**config.mk**
```make
export PLATFORM = sky130hd
export DESIGN_NAME = bytelink_tx
export DESIGN_NICKNAME = d
export VERILOG_FILES = /design/src/rtl/bytelink_tx.sv
export SDC_FILE = /design/constraint.sdc
export NUM_CORES = 1
export LEC_CHECK = 0
export BUFFER_PORTS_ARGS = -buffer_cell sky130_fd_sc_hd__clkbuf_2
export CAP_MARGIN = 0
export CORE_MARGIN = 4
export CORE_UTILIZATION = 50
export DETAILED_ROUTE_END_ITERATION = 6
export GPL_ROUTABILITY_DRIVEN = 1
export PLACE_DENSITY = 0.75
export SYNTH_ARGS = -nofsm -noshare
export SYNTH_HDL_FRONTEND = slang
export SYNTH_SLANG_ARGS = --single-unit
```
**constraint.sdc**
```tcl
create_clock -name clk -period 3.9 [get_ports clk]
set_input_delay 0.585 -clock clk [delete_from_list [all_inputs] [get_ports clk]]
set_output_delay 0.585 -clock clk [all_outputs]
set_load 0.01 [all_outputs]
```
**src/rtl/bytelink_tx.sv**
```systemverilog
module bytelink_tx #(
  parameter int DEPTH       = 32,
  parameter int BP_SLACK    = 4,
  parameter int WORD_BYTES  = 16,
  parameter int BURST_WORDS = 64,
  parameter int TMO_CYCLES  = 256
) (
  input  logic       clk,
  input  logic       rst_n,
  input  logic       wr_en,
  input  logic [7:0] wr_data,
  input  logic       chk_en,
  input  logic       unlimited,
  input  logic       tmo_clr,
  output logic       bp_o,
  output logic       link_clk_o,
  output logic [7:0] link_data_o,
  output logic       link_dir_o,
  output logic       tmo_o
);
  localparam int AW = $clog2(DEPTH);
  localparam int SW = $clog2(WORD_BYTES + 1);
  localparam int BW = $clog2(BURST_WORDS + 1);
  localparam int TW = $clog2(TMO_CYCLES + 1);

  logic [7:0]    mem [DEPTH];
  logic [AW-1:0] wptr, rptr;
  logic [AW:0]   count;
  logic [SW-1:0] slot;
  logic [BW-1:0] bcnt;
  logic [TW-1:0] wcnt;
  logic [7:0]    data_q, sum_q;
  logic          busy, chk_q, clk_q, gap, tmo_q, dir_q;

  logic push, pop, can_start, send, chk_w, last, fire;
  logic [7:0] head;

  assign head      = mem[rptr];
  assign push      = wr_en && (count != (AW+1)'(DEPTH));
  assign can_start = !busy && !gap && !clk_q && (count >= (AW+1)'(WORD_BYTES));
  assign send      = busy || can_start;
  assign chk_w     = busy ? chk_q : chk_en;
  assign last      = send && (slot == (chk_w ? SW'(WORD_BYTES) : SW'(WORD_BYTES - 1)));
  assign pop       = send && (slot < SW'(WORD_BYTES));
  assign fire      = !send && (count != '0) && (wcnt == TW'(TMO_CYCLES - 1));

  assign bp_o        = count >= (AW+1)'(DEPTH - BP_SLACK);
  assign link_clk_o  = clk_q;
  assign link_data_o = data_q;
  assign link_dir_o  = dir_q;
  assign tmo_o       = tmo_q;

  always_ff @(posedge clk) begin
    if (push) mem[wptr] <= wr_data;
  end

  always_ff @(posedge clk) begin
    if (!rst_n) begin
      wptr  <= '0;
      rptr  <= '0;
      count <= '0;
    end else begin
      if (push) wptr <= wptr + 1'b1;
      if (pop)  rptr <= rptr + 1'b1;
      count <= count + (AW+1)'(push) - (AW+1)'(pop);
    end
  end

  always_ff @(posedge clk) begin
    if (!rst_n) begin
      busy   <= 1'b0;
      chk_q  <= 1'b0;
      clk_q  <= 1'b0;
      slot   <= '0;
      data_q <= '0;
      sum_q  <= '0;
      dir_q  <= 1'b0;
    end else begin
      dir_q <= 1'b1;
      if (send) begin
        clk_q  <= ~clk_q;
        data_q <= pop ? head : sum_q;
        slot   <= last ? '0 : slot + 1'b1;
        busy   <= !last;
        chk_q  <= chk_w;
        if (pop) sum_q <= ((slot == '0) ? 8'd0 : sum_q) + head;
      end else if (clk_q) begin
        clk_q <= 1'b0;
      end
    end
  end

  always_ff @(posedge clk) begin
    if (!rst_n) begin
      bcnt <= '0;
      gap  <= 1'b0;
    end else if (!send) begin
      bcnt <= '0;
      gap  <= 1'b0;
    end else if (last) begin
      if (unlimited) begin
        bcnt <= '0;
      end else if (bcnt == BW'(BURST_WORDS - 1)) begin
        bcnt <= '0;
        gap  <= 1'b1;
      end else begin
        bcnt <= bcnt + 1'b1;
      end
    end
  end

  always_ff @(posedge clk) begin
    if (!rst_n) begin
      wcnt  <= '0;
      tmo_q <= 1'b0;
    end else begin
      if (send || count == '0) wcnt <= '0;
      else if (wcnt != TW'(TMO_CYCLES)) wcnt <= wcnt + 1'b1;
      if (fire) tmo_q <= 1'b1;
      else if (tmo_clr) tmo_q <= 1'b0;
    end
  end


  fifo_bound_chk: assert property (@(posedge clk) disable iff (!rst_n)
    count <= (AW+1)'(DEPTH));


  full_drop_chk: assert property (@(posedge clk) disable iff (!rst_n)
    (count == (AW+1)'(DEPTH) && !pop) |=> count == (AW+1)'(DEPTH));


  start_full_chk: assert property (@(posedge clk) disable iff (!rst_n)
    $rose(busy) |-> $past(count) >= (AW+1)'(WORD_BYTES));


  data_align_chk: assert property (@(posedge clk) disable iff (!rst_n)
    $stable(link_clk_o) |-> $stable(link_data_o));


  tmo_hold_chk: assert property (@(posedge clk) disable iff (!rst_n)
    (tmo_o && !tmo_clr) |=> tmo_o);
endmodule

```
# [Yosys cells after proc, flatten, opt, wreduce, memory -nomap -nowiden]
# Memory sizes are Yosys's and may differ from the RTL's. A register that Yosys moved wholly into a read port is not among the register bits.
# Cells that the tools add are included.
[word_totals] reg_bits=59 ramBits=256 output_inout_bits=12 word_cells=71 mem_count=1
[mem_list] memory="mem" words=32 width=8 read_ports=1 rd_clocked_by_memory_dff=1 wr=1 line="26" rtl="logic [7:0] mem [DEPTH];"
[op_classes] add_sub_neg=8 order_cmp=3 n_eq_ne=5 n_mux=14 bitwise_logic=3 n_reduce_logical=23
[op_table] operator="5-bit two-way mux" n=4
[op_table] operator="8-bit two-way mux" n=2
[op_table] operator="5-bit by 1-bit adder with 5-bit output (second input constant)" n=3
[op_table] operator="7-bit two-way mux" n=2
[op_table] operator="6-bit by 5-bit >= comparator with 1-bit output (second input constant)" n=2
[op_table] operator="9-bit by 1-bit adder with 9-bit output (second input constant)" n=1
[op_table] operator="9-bit by 8-bit equality test with 1-bit output (second input constant)" n=1
[op_table] operator="9-bit inequality test (second input constant)" n=1
[op_table] operator="8-bit adder" n=1
[op_table] operator="1-bit logical AND" n=8
[op_table] operator="7-bit by 1-bit adder with 7-bit output (second input constant)" n=1
[op_table] operator="7-bit by 6-bit equality test with 1-bit output (second input constant)" n=1
[op_table] operator="6-bit by 1-bit adder with 6-bit output" n=1
[op_table] operator="6-bit zero test" n=1
[op_table] operator="1-bit two-way mux" n=6
[op_table] operator="6-bit inequality test (second input constant)" n=1
[op_table] operator="6-bit nonzero test" n=1
[op_table] operator="6-bit by 1-bit subtractor with 6-bit output" n=1
[op_table] operator="5-bit equality test" n=1
[op_table] operator="1-bit zero test" n=5
[op_table] operator="5-bit zero test" n=1
[op_table] operator="5-bit less-than comparator (second input constant)" n=1
[op_table] operator="2-bit AND reduction" n=2
[op_table] operator="1-bit inverter" n=3
[op_table] operator="other kinds (4)" n=5

# [Depth between registers and ports, before layout]
[depth] word_depth=9 mapped_depth=17 ltp_nobuf=15

# [Least setup slack after synthesis]
# OpenSTA, ideal clock, no wires.
[synth_path] kind="register to register" startpoint="register with a tool-made name" endpoint="register sum_q[7]" setup_ps=120 arrival_time_ps=3777 setup_slack_ps=3 path_stages_with_launch=15 period_less_slack_ps=3897 path_cell_list="dfxtp_1 -> clkbuf_1 -> buf_1 -> mux4_2 -> mux4_2 -> mux2i_1 -> inv_1 -> ha_1 -> a21o_1 -> a211oi_1 -> nor2_1 -> o41ai_2 -> xnor2_1 -> and3b_1 -> o31a_1"
[synth_lines] item="end signal: assignment" line="86" rtl="if (pop) sum_q <= ((slot == '0) ? 8'd0 : sum_q) + head;"
[synth_lines] item="end: declaration" line="32" rtl="logic [7:0] data_q, sum_q;"

==> summary.md <==
| Metric | Value |
|---|---|
| Status | finished clean |
| GRT overflow | 0 |
| DP Wirelength | 17240 microns |
| First-pass GRT wire length | 43210 microns |
| Placed insts | 1144 |
| I/O Pins | 26 |
| 1st-pass router iterations | 5 |
| Hold Path Class | in2reg |
| Final period utilization | 97.26% |
| Critical path type | reg2reg |
| Clock sink total | 320 |
| Die X | 170.2 microns |
| Synth top area share | 58.46% |
| VDD IR-drop max | 0.4032 mV |
| Antenna Cells | 0 |
| Initial drt markers | 870 |
| PortBufs | 25 |
| Die Ht | 170.2 microns |
| Syn_area_per_cell | 16.54 sq um |
| Post-synth EDFFs | 256 |
| Cts hold-fix bufs | 0 |
| Initial antenna violation count | 0 |
| Area growth syn-to-layout | 14.27% |
| Total CTS buffers | 34 |
| Dominant synthesized flop cell | edfxtp_1 |
| Flops & latches, synth | 320 |
| Largest net degree at the start of global routing | 44 |
| Post-CTS Resized | 0 |
| Crit-path max FO | 14 |
| Relative max-transition margin | 32.01% |
| Post-CTS Setup Bufs | 0 |
| Measured slew at the worst slew-check pin | 1016 ps |
| Highest clock rate | 263.6 MHz |
| Largest area contributor in the netlist | edfxtp_1 |
| Max_cap viols | 0 |
| Total wire length | 28000 microns |
| Initial core utilization | 50.61% |
| Final std cells w/o fill | 1222 |
| Core Rows | 59 |
| Synth Cell Area | 13150 sq um |
| Clock buffer depth | 3 |
| Core area | 25980 sq um |
| Nets | 908 |
| Clock Latency Late Sink | 520 ps |
| TritonCTS clock tree | yes |
| Finished Cell Area | 15030 sq um |
| Clock skew | 20.25 ps |
| H-tree Lvls | 2 |
| DIE AREA | 28960 sq um |
| Count leader, synth | edfxtp_1 |
| Total internal power | 0.007024 W |
| Vias per cell | 5.926 |
| Clk network pwr share | 32.1% |
| PD cells | 653.5 nW/um^2 |
| Synth area leaders | edfxtp_1 (58%), mux4_2 (13%), dfxtp_1 (9.7%) |
| Via Count | 7241 |
| DRC Markers | 0 |
| Max Transition Viols Final | 0 |
| Post-synthesis sequential area ratio | 68.20% |
| Static Leak | 5.018 nW |
| Tot GR Track Use | 19.70% |
| Sequential power share | 41.4% |
| P_sw | 0.002796 W |
| Fraction of registers with async set/reset | 0% |
| Average wire per standard cell | 22.91 microns |
| Fin crit period | 3793 ps |
| Yosys warnings | 0 |
| GPL Wtd Cong | 0.8294 |
| Post-synth cell types | 52 |
| Worst path required time | 4290 ps |
| Fin. Hold Viols | 0 |
| Dpl ws | 82.13 ps |
| Setup crit end kind | flop |
| Final antenna-violating net count | 0 |
| Fraction of layout cells with a size suffix above 1 | 23.45% |
| Startpoint types | flop |
| Sw Share | 28.47% |
| CTS clk-pin slew, worst paths | 60 ps |
| Filler Cells Inserted | 1915 |
| Logic pwr share | 26.5% |
| Root Driver | clkbuf_16 |
| Final setup fails | 0 |
| Worst setup margin | 106.9 ps |
| DP Area | 13810 sq um |
| Post-synth net total | 840 |
| CP arrival | 4180 ps |
| Post-synth top cells | edfxtp_1 (256), mux4_2 (75), nor2_1 (67), dfxtp_1 (64), nand2_1 (39) |
| Cell count after synthesis | 795 |
| Vias in the first global route | 7175 |
[critical path: stages (launching register included)]
cell      delay, ps
dfxtp_4         490
buf_4           170
buf_4           120
mux4_2          530
mux4_2          500
mux2_2          330
ha_1            320
buf_4           150
nor2b_1         130
o21ai_0         170
nand2b_1        120
a21o_1          190
a21oi_1         170
xor2_1          170
o21ai_0         110
[state kept, by name (all words and copies together), names as in the netlist, 5 cells and up, named ones only]
register and cells:
mem 256, wptr 5, link_data_o 8, sum_q 8
count 6, wcnt 9, rptr 5, slot 5
bcnt 7
[per-stage QoR]
| step | setup TNS [ps] | utilization (%) | power, W | hold WS, ps |
|---|---|---|---|---|
| finish | 0 | 57.83 | 0.009820 | 349.1 |
| global placement | 0 | 53.15 | 0.006560 | 426.8 |
| CTS | 0 | 57.31 | 0.009777 | 327.5 |
| detailed placement | 0 | 53.15 | 0.006606 | 437.2 |
| global route | -35.24 | 57.83 | 0.01028 | 371.1 |
| floorplan | 0 | - | 0.005794 | 438.2 |
[logic make-up (layout without fill, tap and decap cells)]
family          Yosys count  in the layout  synth area share (%)
xor+xnor                 25             25                 1.665
buf+inv                  56            148                 1.798
flops                   320            320                 68.20
compound gates           55             55                 2.835
simple gates            218            218                 8.240
fa+ha+maj                31             31                 3.064
mux                      90             90                 14.20
[layout by cell type (no fill, tap or decap), types with 8 or more instances in the layout]
cell type	Yosys	final
edfxtp_1	256	256
mux4_2	75	75
nor2_1	67	67
dfxtp_1	64	61
nand2_1	39	39
clkbuf_16	0	35
buf_4	0	35
nand3_1	29	29
ha_1	29	29
clkbuf_2	0	25
inv_1	21	21
and2_1	18	18
a21oi_1	15	15
nor2b_1	14	14
xnor2_1	14	14
nand4_1	13	13
xor2_1	11	11
mux2_2	9	9
o21ai_0	9	9
clkbuf_1	20	8
[metal layers]
layer,track usage (%),wire (microns)
met1,28.67,11550
met5,0,0
met4,5.590,711
met3,4.623,2648
met2,30.23,13080
[layout make-up]
class	count	area [sq um]	area share (%)
clock inverters	17	175.2	1.166
multi-input cells	419	3945	26.25
flip-flops and latches	320	8975	59.73
inverters	21	78.83	0.5246
repair buffers	67	528.0	3.514
clock buffers	43	905.9	6.028
well taps	335	419.2	2.789
[final timing paths]
check	from	end	slack, ps	cells past startpoint
max reg2reg	flop	sum_q[6]$_SDFFE_PN0P_	110	14
min	tmo_clr	tmo_o$_SDFFE_PN0P_	350	3
min reg2reg	link_clk_o$_SDFF_PN0_	link_clk_o$_SDFF_PN0_	450	1
max	flop	sum_q[6]$_SDFFE_PN0P_	110	14
[power groups by stage]
stage               Combinational, W  Sequential [W]  Clock [W]
finish                       0.00260         0.00406    0.00315
global route                 0.00284         0.00409    0.00335
CTS                          0.00249         0.00408    0.00321
detailed placement           0.00246         0.00415          0
global placement             0.00242         0.00414          0
floorplan                    0.00173         0.00407          0
(Power assumes the default switching activity.)
